### src/rtl/pwm3_pkg.sv
package pwm3_pkg;
  localparam int unsigned DEF_TB_W   = 8;
  localparam int unsigned DEF_SUB_W  = 2;
  localparam int unsigned DEF_NUM_CH = 3;
  localparam int unsigned NUM_TB     = 2;

  typedef struct packed {
    logic drive;
    logic data;
  } pin_t;
endpackage

### src/rtl/pwm_timebase.sv
module pwm_timebase #(
  parameter int unsigned TB_W  = 8,
  parameter int unsigned SUB_W = 2,
  localparam int unsigned CNT_W = TB_W + SUB_W
) (
  input  logic             clk,
  input  logic             rst_n,
  input  logic             per_we,
  input  logic [TB_W-1:0]  per_wdata,
  output logic [CNT_W-1:0] cnt,
  output logic             hit
);
  logic [TB_W-1:0] per_q;

  // final count: coarse bits at period, sub-count saturated
  assign hit = (cnt[CNT_W-1:SUB_W] == per_q) && (&cnt[SUB_W-1:0]);

  always_ff @(posedge clk or negedge rst_n) begin
    if (!rst_n) begin
      per_q <= '1;
      cnt   <= '0;
    end else begin
      if (per_we) per_q <= per_wdata;
      cnt <= hit ? '0 : cnt + 1'b1;
    end
  end
endmodule

### src/rtl/pwm_channel.sv
module pwm_channel #(
  parameter int unsigned CNT_W = 10
) (
  input  logic             clk,
  input  logic             rst_n,
  input  logic             duty_we,
  input  logic [CNT_W-1:0] duty_wdata,
  input  logic [CNT_W-1:0] tb_cnt,
  input  logic             tb_hit,
  output logic             pwm,
  output logic [CNT_W-1:0] slave_q
);
  logic [CNT_W-1:0] master_q;
  logic [CNT_W-1:0] cnt_next;

  assign cnt_next = tb_cnt + 1'b1;

  always_ff @(posedge clk or negedge rst_n) begin
    if (!rst_n) begin
      master_q <= '0;
      slave_q  <= '0;
      pwm      <= 1'b0;
    end else begin
      if (duty_we) master_q <= duty_wdata;
      if (tb_hit) begin
        slave_q <= master_q;
        pwm     <= |master_q;     // zero duty: reset wins over set
      end else if (cnt_next == slave_q) begin
        pwm <= 1'b0;
      end
    end
  end
endmodule

### src/rtl/pwm_pin_mux.sv
module pwm_pin_mux (
  input  logic            en,
  input  logic            pwm,
  input  logic            port_data,
  input  logic            port_drive,
  output pwm3_pkg::pin_t  pin
);
  always_comb begin
    if (en) begin
      pin.drive = 1'b1;
      pin.data  = pwm;
    end else begin
      pin.drive = port_drive;
      pin.data  = port_data;
    end
  end
endmodule

### src/rtl/pwm3_dbuf.sv
module pwm3_dbuf #(
  parameter int unsigned TB_W   = pwm3_pkg::DEF_TB_W,
  parameter int unsigned SUB_W  = pwm3_pkg::DEF_SUB_W,
  parameter int unsigned NUM_CH = pwm3_pkg::DEF_NUM_CH,
  localparam int unsigned CNT_W  = TB_W + SUB_W,
  localparam int unsigned NUM_TB = pwm3_pkg::NUM_TB
) (
  input  logic              clk,
  input  logic              rst_n,
  input  logic [NUM_TB-1:0] period_we,
  input  logic [TB_W-1:0]   period_wdata,
  input  logic [NUM_CH-1:0] duty_we,
  input  logic [CNT_W-1:0]  duty_wdata,
  input  logic [NUM_CH-2:0] tb_sel,
  input  logic [NUM_CH-1:0] ch_en,
  input  logic [NUM_CH-1:0] port_out,
  input  logic [NUM_CH-1:0] port_dir,
  output logic [NUM_CH-1:0] pin_out,
  output logic [NUM_CH-1:0] pin_oe,
  output logic [NUM_TB-1:0] period_hit
);
  logic [NUM_TB-1:0][CNT_W-1:0] tb_cnt;
  logic [NUM_TB-1:0]            tb_hit;
  logic [NUM_CH-1:0][CNT_W-1:0] ch_cnt;
  logic [NUM_CH-1:0]            ch_hit;
  logic [NUM_CH-1:0][CNT_W-1:0] slave;
  logic [NUM_CH-1:0]            pwm;

  for (genvar k = 0; k < NUM_TB; k++) begin : g_tb
    pwm_timebase #(.TB_W(TB_W), .SUB_W(SUB_W)) tb_i (
      .clk       (clk),
      .rst_n     (rst_n),
      .per_we    (period_we[k]),
      .per_wdata (period_wdata),
      .cnt       (tb_cnt[k]),
      .hit       (tb_hit[k])
    );
  end

  assign period_hit = tb_hit;

  for (genvar i = 0; i < NUM_CH; i++) begin : g_ch
    pwm3_pkg::pin_t pin;

    if (i == 0) begin : g_fixed
      assign ch_cnt[i] = tb_cnt[0];
      assign ch_hit[i] = tb_hit[0];
    end else begin : g_sel
      assign ch_cnt[i] = tb_sel[i-1] ? tb_cnt[1] : tb_cnt[0];
      assign ch_hit[i] = tb_sel[i-1] ? tb_hit[1] : tb_hit[0];
    end

    pwm_channel #(.CNT_W(CNT_W)) ch_i (
      .clk        (clk),
      .rst_n      (rst_n),
      .duty_we    (duty_we[i]),
      .duty_wdata (duty_wdata),
      .tb_cnt     (ch_cnt[i]),
      .tb_hit     (ch_hit[i]),
      .pwm        (pwm[i]),
      .slave_q    (slave[i])
    );

    pwm_pin_mux mux_i (
      .en         (ch_en[i]),
      .pwm        (pwm[i]),
      .port_data  (port_out[i]),
      .port_drive (port_dir[i]),
      .pin        (pin)
    );

    assign pin_out[i] = pin.data;
    assign pin_oe[i]  = pin.drive;
  end
endmodule

### config.mk
export PLATFORM = sky130hd
export DESIGN_NAME = pwm3_dbuf
export DESIGN_NICKNAME = d
export VERILOG_FILES = /design/src/rtl/pwm3_pkg.sv /design/src/rtl/pwm_timebase.sv /design/src/rtl/pwm_channel.sv /design/src/rtl/pwm_pin_mux.sv /design/src/rtl/pwm3_dbuf.sv
export SDC_FILE = /design/constraint.sdc
export NUM_CORES = 1
export LEC_CHECK = 0
export ABC_AREA = 1
export ABC_CLOCK_PERIOD_IN_PS = 4700
export BUFFER_PORTS_ARGS = -buffer_cell sky130_fd_sc_hd__buf_2
export CAP_MARGIN = 20
export CORE_ASPECT_RATIO = 2
export CORE_MARGIN = 4
export CORE_UTILIZATION = 60
export DETAILED_ROUTE_END_ITERATION = 6
export GPL_ROUTABILITY_DRIVEN = 0
export PLACE_DENSITY = 0.8
export SKIP_LAST_GASP = 1
export SYNTH_ARGS = -nofsm -noshare
export SYNTH_HDL_FRONTEND = slang
export SYNTH_SLANG_ARGS = --single-unit
### constraint.sdc
create_clock -name clk -period 4.7 [get_ports clk]
set_input_delay 0.94 -clock clk [delete_from_list [all_inputs] [get_ports clk]]
set_output_delay 0.94 -clock clk [all_outputs]
set_load 0.01 [all_outputs]
Word-level counts from Yosys, hierarchy flattened

Cells that the tools add are included.

Bits in registers: 99
Latch bits: 0
Memory bits (writable): 0
ROM bits: 0
Input port bits: 36
Logic and storage cells: 47
Memories kept: 0

Add/subtract/negate cells: 4
Multiply operators: 0
Divide/modulo/power cells: 0
Order comparisons: 0
Eq/ne operators: 5
Shift operators: 0
Mux-type cells: 15
Bitwise operators: 0
Reductions and logical operators: 10

Operators by type and width:

| cell                                           | number |
|---|---|
| adder 10 x 1 -> 10 bit (second input constant) | 4 |
| 2-to-1 mux 10 bit                              | 4 |
| equality test 10 bit                           | 3 |
| OR reduction 10 bit                            | 3 |
| equality test 8 bit                            | 2 |
| 2-to-1 mux 1 bit                               | 8 |
| 2-to-1 mux 2 bit                               | 3 |
| nonzero test 2 bit                             | 3 |
| AND reduction 2 bit                            | 2 |
| logical AND 1 bit                              | 2 |

Depth between registers and ports, before layout

Gate-level depths: netlist of run 1.

Depth in word-level cells: 5
Depth in mapped cells: 16

By module

Synthesis of run 1 repeated with hierarchy kept, for this count alone.

Cell total of the unflattened synthesis: 815
Area total of the unflattened synthesis: 5,769.3 um^2

Modules (own cells, without submodules):

| module       | times used | cells an instance | area an instance (um^2) | seq. area each (um^2) |
|---|---|---|---|---|
| pwm_channel  | 3          | 169               | 1,201.2                 | 525.5 |
| pwm_timebase | 2          | 110               | 900.9                   | 460.4 |
| pwm3_dbuf    | 1          | 73                | 300.3                   | 0.0 |
| pwm_pin_mux  | 3          | 5                 | 21.3                    | 0.0 |

Worst setup path before layout of run 1

No wires, ideal clock.

Path type: reg-to-output
From: reg g_tb[0].tb_i.cnt[0]
To: out period_hit[0]
Arrival time: 1,467 ps
Data required time: 3,760 ps
Slack: 2,293 ps
Stages on the path, launching flop included: 9
Path buffers: 2
Cells stage by stage: dfrtp_1 > ha_1 > inv_1 > a21oi_1 > nand3_1 > nand3b_1 > inv_1 > buf_2 > buf_4

Longest elaborated chain between the ends: 2

RTL lines:

| what                     | RTL line           | RTL |
|---|---|---|
| start: declaration       | pwm_timebase.sv:10 | `output logic [CNT_W-1:0] cnt,` |
| start signal: assignment | pwm_timebase.sv:24 | `cnt <= hit ? '0 : cnt + 1'b1;` |
| AND reduction 2 bit      | pwm_timebase.sv:16 | `assign hit = (cnt[CNT_W-1:SUB_W] == per_q) && (&cnt[SUB_W-1:0]);` |
| logical AND 1 bit        | pwm_timebase.sv:16 |  |
| end: declaration         | pwm3_dbuf.sv:20    | `output logic [NUM_TB-1:0] period_hit` |

Every way passes these cells.

Worst setup path after layout of run 1

Same ends and word-level chain as after synthesis.

==> qor.yml, run 1 <==
drt:
  viasPerCell: 5.38
  met3WireLength_um: 497
  wl_met2_um: 7420
  drt_first_pass_iters: 6
  wl_met1_um: 5130
  top_layer: "met4"
  drtIter0Drc: 465
  wl_per_cell_um: 15.2
  wl_um: 14000
  drcViolationCount: 0
  detail-route-antenna-nets: 0
  vias: 4980
layout:
  utilization: 0.673
  antenna_cells: 0
  drive_gt1_frac: 0.199
  n_fill_cell: 787
  area_growth_pct: 8.75
  fin_nets: 830
  fin_area_um2: 6360
critical_path:
  cp_common_cell: "inv_1"
  cp.depth: 7
  worstSetupEndpointType: "output pin"
  r2r_cells: 9
  path_buf_inv: 3
  critical_path_class: "reg -> out"
  crit_start: "g_tb[0].tb_i.cnt[0]$_DFF_PN0_"
  cp_top_family: "buffers and inverters"
  path_max_fanout: 23
  critPathRequiredTime_ns: 3.76
  arrival_ns: 2.62
  reg2reg_from: "g_tb[0].tb_i.cnt[0]$_DFF_PN0_"
  cp_cell_sequence: "ha_1 > inv_1 > a21oi_1 > nand3_1 > nand3b_1 > inv_1 > buf_2"
  slowest_stage: "nand3b_1"
  critical-path-max-stage-delay_ns: 0.59
  startpoint_type: "flop"
sta:
  hold_viol: 0
  setup_tns_ns: 0
  timing.fmax_ghz: 0.281
  layout_setup_ws_ns: 1.14
  slew_viol_final: 0
  fin_skew_ns: 0.00433
  finalSetupViolCount: 0
  worstMarginPinSlew_ns: 0.926
  finalCritPeriodShare: 0.757
  grt_setup_unrepaired: "no"
  max_slew_margin: 0.383
  period_needed_ns: 3.56
cts:
  cts_setup_buffers: 0
  cts_max_level: 3
  cts-root-buf: "clkbuf_16"
  clkLatencyLatePin_ns: 0.34
  hold_buffers: 0
  clockBufferDepth: 2
  cts_num_sinks: 99
  path_clk_slew_ns: 0.06
  cts_made_buffers: 9
  post_cts_resized: 0
  cts_tree: "built"
logic_synthesis:
  ys_ff_latch: 99
  avgSynthCellArea_um2: 7.67
  synth_cell_types: 40
  synthCells: 762
  synth.area.top_cells: "dfrtp_1 (36%), nand2_1 (16%), dfstp_2 (7.2%), inv_1 (6.3%), o21ai_0 (5.1%)"
  synth-edff-count: 0
  synth_nets: 802
  yosysWarnings: 0
  ys.flop_type: "dfrtp_1"
  synth_top_area_share: 0.355
  syn_area_um2: 5850
  synth_top_area_cell: "dfrtp_1"
  async_reset_ff_frac: 1.00
  ys_seq_area_frac: 0.427
global_route:
  grt_pass1_wl_um: 23500
  antenna_found_initial: 0
  grt_max_degree: 78
  grt_use_total: 0.261
  grt-ovfl-total: 0
  first_global_vias: 4994
worst_hold_path:
  hold_start: "g_ch[2].ch_i.slave_q[0]$_DFFE_PN0P_"
  whs_path_depth: 2
  hold_class: "reg -> reg"
job:
  cap_violations: 0
place:
  hpwl_um: 10800
  place_ws_ns: 1.54
  port-buffer-count: 43
  place_area_um2: 6020
die:
  fp.dieArea_um2: 11500
  row_count: 50
  chipHeight_um: 148
  io_pins: 44
  initial_core_util: 0.619
  coreArea_um2: 9450
  die_x_um: 77.8
power_and_ir_drop:
  p_total_mw: 2.57
  leakage_nw: 3.13
  peakVddDrop_uv: 259
  p_per_area_nw_per_um2: 404
status:
  status: "finished clean"
## sequential cells by signal, indices dropped and copies added (netlist names)
signal              cells
g_ch.ch_i.master_q     30
g_ch.ch_i.slave_q      30
g_tb.tb_i.cnt          20
g_tb.tb_i.per_q        16
g_ch.ch_i.pwm           3
## area by class of cell
class | count | area [um^2] | area share
Multi-Input combinational cell | 534 | 2750 | 0.432
Clock buffer | 11 | 253 | 0.0397
Clock inverter | 5 | 82.6 | 0.0130
Sequential cell | 99 | 2500 | 0.393
Inverter | 102 | 393 | 0.0618
Timing Repair Buffer | 44 | 225 | 0.0354
Tap cell | 130 | 163 | 0.0256
## per-stage QoR
step           hold WS (ns)  cells
6_report              0.493    925
5_1_grt               0.520    925
4_1_cts               0.498    925
3_5_place_dp          0.482    909
3_3_place_gp          0.470    909
2_1_floorplan         0.455    762
## cell usage in the layout, fill, tap and decap left out, types with 3 or more instances in the layout
| master | n |
|---|---|
| nor3_1 | 6 |
| clkbuf_16 | 9 |
| nand2_1 | 245 |
| nor3_2 | 3 |
| nand3_2 | 4 |
| nand3_1 | 31 |
| xnor2_1 | 8 |
| mux2_2 | 8 |
| o21ai_2 | 20 |
| o21ai_0 | 60 |
| xor2_1 | 14 |
| nand3b_1 | 9 |
| inv_6 | 3 |
| inv_1 | 98 |
| buf_2 | 42 |
| nor2_1 | 40 |
| or2_2 | 4 |
| a21oi_1 | 16 |
| ha_1 | 4 |
| nor2_4 | 4 |
| nand2_2 | 28 |
| dfstp_2 | 16 |
| nand4_1 | 12 |
| nor2_2 | 6 |
| dfrtp_1 | 83 |
## worst reg2reg max path: cells and delay by family, from the launching register on
kind	cells	cell delay [ns]
buffers and inverters	1	0.06
DFF	1	0.47
adders and majority gates	1	0.21
AOI/OAI and AO/OA	2	0.18
and+or+nand+nor	5	1.58
## cells in the mapped netlist (2+ instances only)
library cell and number:
o311ai_0 2, xnor2_1 8, dfstp_2 16, inv_1 98, mux2_2 8, nand3b_1 9, buf_4 4, nor3_2 3
dfrtp_1 83, nor2_1 40, clkbuf_1 10, a21oi_1 16, nor3_1 6, nand3_2 4, nor2_2 6, or2_2 4
buf_8 2, nor2_4 4, ha_1 4, nand3_1 31, buf_2 2, o21ai_2 20, o21ai_0 60, nand2_1 245
nand2_2 28, buf_6 7, inv_6 2, o22ai_1 2, nand4_1 12, inv_2 2, o21ai_1 2, xor2_1 14
## per-layer routing
layer,vias up,global-route usage
met5,-,0
met4,0,0.183
met3,55,0.0372
met2,149,0.462
met1,2330,0.278
li1,2446,-
## path summary, 6_finish.rpt
kind | slack (ns) | endpoint
worst max-delay path | 1.14 | period_hit[0]
max in group asynchronous | 3.10 | g_tb[1].tb_i.per_q[1]$_DFFE_PN1P_
min in group asynchronous | 0.73 | g_tb[0].tb_i.cnt[6]$_DFF_PN0_
worst min-delay path | 0.49 | g_ch[2].ch_i.slave_q[0]$_DFFE_PN0P_
worst min register to register | 0.49 | g_ch[2].ch_i.slave_q[0]$_DFFE_PN0P_
worst max register to register | 2.07 | g_ch[2].ch_i.slave_q[6]$_DFFE_PN0P_
## power breakdown
part | leakage [nW] | switching (mW) | internal, mW
clock network | 0.166 | 0.315 | 0.497
registers | 1.21 | 0.126 | 0.975
logic | 1.75 | 0.427 | 0.229
total | 3.13 | 0.868 | 1.70
## kinds of logic (layout without fill, tap and decap cells)
group                    Yosys count  count (layout)  synth area share
AO/OA/AOI/OAI                    106             106             0.107
flip-flops                        99              99             0.427
buffers and inverters            129             162             0.103
multiplexers                       8               8            0.0154
AND/OR/NAND/NOR                  393             393             0.301
XOR/XNOR                          23              23            0.0368
adder cells (fa/ha/maj)            4               4           0.00856
No activity file was read; power rests on OpenSTA's default activity.
==> inputs of run 2 (changes only) <==
--- a/config.mk
+++ b/config.mk
@@ -6,7 +6,7 @@
 export NUM_CORES = 1
 export LEC_CHECK = 0
 export ABC_AREA = 1
-export ABC_CLOCK_PERIOD_IN_PS = 4700
+export ABC_CLOCK_PERIOD_IN_PS = 3450
 export BUFFER_PORTS_ARGS = -buffer_cell sky130_fd_sc_hd__buf_2
 export CAP_MARGIN = 20
 export CORE_ASPECT_RATIO = 2
==> constraint.sdc (replaced) <==
create_clock -name clk -period 3.45 [get_ports clk]
set_input_delay 0.69 -clock clk [delete_from_list [all_inputs] [get_ports clk]]
set_output_delay 0.69 -clock clk [all_outputs]
set_load 0.01 [all_outputs]
==> run 2 against run 1 <==
Effect of this change: non-clock buffer count is 2 higher; sequential power increased by 37%; total power up 36%; sequential share of layout area barely moved; critical path depth grew 1; wire length increased by 1.5%; largest cell class unchanged; largest power group unchanged.
==> qor.yml, run 2 (synthesis gave the netlist of run 1 again) <==
status:
  status: "finished clean"
power_and_ir_drop:
  p_total_mw: 3.50  # +36%
  p_sw_frac: 0.342  # +0.00411
  p_int_mw: 2.30  # +35%
  power_frac_clock: 0.313  # -0.003
  p_switching_mw: 1.20  # +38%
  leakage_nw: 3.14  # +0.14%
  seqPwrFrac: 0.432  # +0.004
  pwr-share-comb: 0.255  # about the same
  p_per_area_nw_per_um2: 549  # +36%
  peakVddDrop_uv: 355  # +37%
job:
  cap_violations: 0  # unchanged
cts:
  hold_buffers: 0  # unchanged
  clkLatencyLatePin_ns: 0.34  # about the same
  cts-root-buf: "clkbuf_16"
  cts_setup_buffers: 0  # unchanged
  cts_tree: "built"
  cts_num_sinks: 99  # unchanged
  post_cts_resized: 0  # unchanged
  cts_max_level: 3  # unchanged
  path_clk_slew_ns: 0.07  # about the same
  cts_made_buffers: 9  # unchanged
  clockBufferDepth: 2  # unchanged
drt:
  drcViolationCount: 0  # unchanged
  viasPerCell: 5.41  # +0.41%
  wl_per_cell_um: 15.4  # +1.3%
  detail-route-antenna-nets: 0  # unchanged
  drt_first_pass_iters: 6  # unchanged
  vias: 5011  # +0.62%
  drtIter0Drc: 459  # -1.3%
  wl_um: 14200  # +1.5%
global_route:
  grt_pass1_wl_um: 23200  # -1.1%
  busiest_layer: "met2"
  antenna_found_initial: 0  # unchanged
  met3_usage: 0.0329  # -0.00427
  grt_max_degree: 54  # -31%
  met1_usage: 0.268  # -0.00980
  grt-ovfl-total: 0  # unchanged
  grt_use_total: 0.258  # -0.00273
  first_global_vias: 4972  # -0.44%
  gr-usage-met2: 0.485  # +0.0228
layout:
  n_fill_cell: 777  # -1.3%
  seqCellArea_um2: 2500  # unchanged
  drive_gt1_frac: 0.199  # +0.000756
  fin_nets: 832  # +0.24%
  layout_commonest_cell: "nand2_1"
  utilization: 0.674  # +0.000794
  antenna_cells: 0  # unchanged
  multi_input_area_um2: 2750  # unchanged
  area_growth_pct: 8.88
  final_cell_mix: "nand2_1 (245), inv_1 (98), dfrtp_1 (83), o21ai_0 (60), buf_2 (42)"
  largestRegisters: "g_ch.ch_i.master_q: 30 flops, g_ch.ch_i.slave_q: 30 flops, g_tb.tb_i.cnt: 20 flops"
place:
  port-buffer-count: 43  # unchanged
  hpwl_um: 11000  # +1.5%
critical_path:
  cp_top_family: "buffers and inverters"
  cp_cell_sequence: "ha_1 > inv_1 > a21oi_1 > nand3_1 > nand3b_1 > buf_4 > inv_1 > buf_2"
  critical-path-max-stage-delay_ns: 0.49  # -0.10 ns
  path_buf_inv: 4  # +1
  startpoint_type: "flop"
  arrival_ns: 2.22  # -0.40 ns
  reg2reg_from: "g_tb[0].tb_i.cnt[0]$_DFF_PN0_"
  cp_common_cell: "inv_1"
  r2r_slack_ns: 1.23  # -0.84 ns
  timing.rr.end: "g_ch[1].ch_i.slave_q[5]$_DFFE_PN0P_"
  worstSetupEndpointType: "output pin"
  slowest_stage: "dfrtp_1"
  critPathRequiredTime_ns: 2.76  # -1.00 ns
  critical_path_class: "reg -> out"
  r2r_cells: 10  # +1
  path_max_fanout: 23  # unchanged
sta:
  slew_viol_final: 0  # unchanged
  max_slew_margin: 0.572  # +0.189
  setup_tns_ns: 0  # unchanged
  worstMarginPinSlew_ns: 0.642  # -0.283 ns
  timing.fmax_ghz: 0.344
  finalCritPeriodShare: 0.844
  finalSetupViolCount: 0  # unchanged
  fin_skew_ns: 0.00574  # +0.00142 ns
  grt_setup_unrepaired: "no"
  hold_viol: 0  # unchanged
  period_needed_ns: 2.91
die:
  fp.dieArea_um2: 11500  # unchanged
  io_pins: 44  # unchanged
  row_count: 50  # unchanged
  coreArea_um2: 9450  # unchanged
  initial_core_util: 0.619  # unchanged
  die_x_um: 77.8  # unchanged
  chipHeight_um: 148  # unchanged
worst_hold_path:
  hold_class: "in -> async"
-- run 2: final cells by class --
class	instances	area share
clock buffers	11	0.0381
clock inverters	5	0.0134
repair buffers	46	0.0377
flip-flops and latches	99	0.392
inverters	102	0.0617
well taps	130	0.0256
multi-input cells	534	0.431
-- run 2: metal layers --
metal  routed length (um)  part of all wire
met1                 5240              0.37
met4                  728             0.051
met2                 7740              0.54
met3                  541             0.038
met5                    0                 0
-- run 2: worst max-delay path by stage --
stage | start | end | slack (ns) | cells past startpoint
after floorplan | g_tb[0].tb_i.cnt[0]$_DFF_PN0_ | period_hit[0] | 1.29 | 8
after global placement | tb_sel[1] | g_ch[2].ch_i.pwm$_DFFE_PN0P_ | 0.94 | 15
after detailed placement | tb_sel[1] | g_ch[2].ch_i.pwm$_DFFE_PN0P_ | 0.89 | 15
after CTS | g_tb[0].tb_i.cnt[0]$_DFF_PN0_ | period_hit[0] | 0.56 | 8
after global routing | g_tb[0].tb_i.cnt[0]$_DFF_PN0_ | period_hit[0] | 0.39 | 8
final | g_tb[0].tb_i.cnt[0]$_DFF_PN0_ | period_hit[0] | 0.54 | 8
-- run 2: power by group through the flow --
stage | combinational [mW] | sequential [mW] | clock (mW)
2_1_floorplan | 0.727 | 1.44 | 0
3_3_place_gp | 0.845 | 1.51 | 0
3_5_place_dp | 0.877 | 1.52 | 0
4_1_cts | 0.886 | 1.50 | 1.11
5_1_grt | 1.02 | 1.53 | 1.15
6_report | 0.890 | 1.51 | 1.10
-- run 2: per-stage QoR --
step | std cells | setup WS (ns) | hold slack [ns] | area (um^2)
final | 927 | 0.539 | 0.374 | 6370
after global routing | 927 | 0.387 | 0.427 | 6370
after CTS | 927 | 0.556 | 0.392 | 6370
after detailed placement | 911 | 0.895 | 0.484 | 6040
after global placement | 911 | 0.940 | 0.471 | 6040
after floorplan | 762 | 1.29 | 0.394 | 5850
-- run 2: worst reg2reg max path, delay by kind of cell (launching register included) --
family | cells | cell delay [ns]
AO/OA/AOI/OAI | 2 | 0.18
AND/OR/NAND/NOR | 5 | 0.92
flip-flops | 1 | 0.49
adder cells (fa/ha/maj) | 1 | 0.23
buffers and inverters | 2 | 0.29
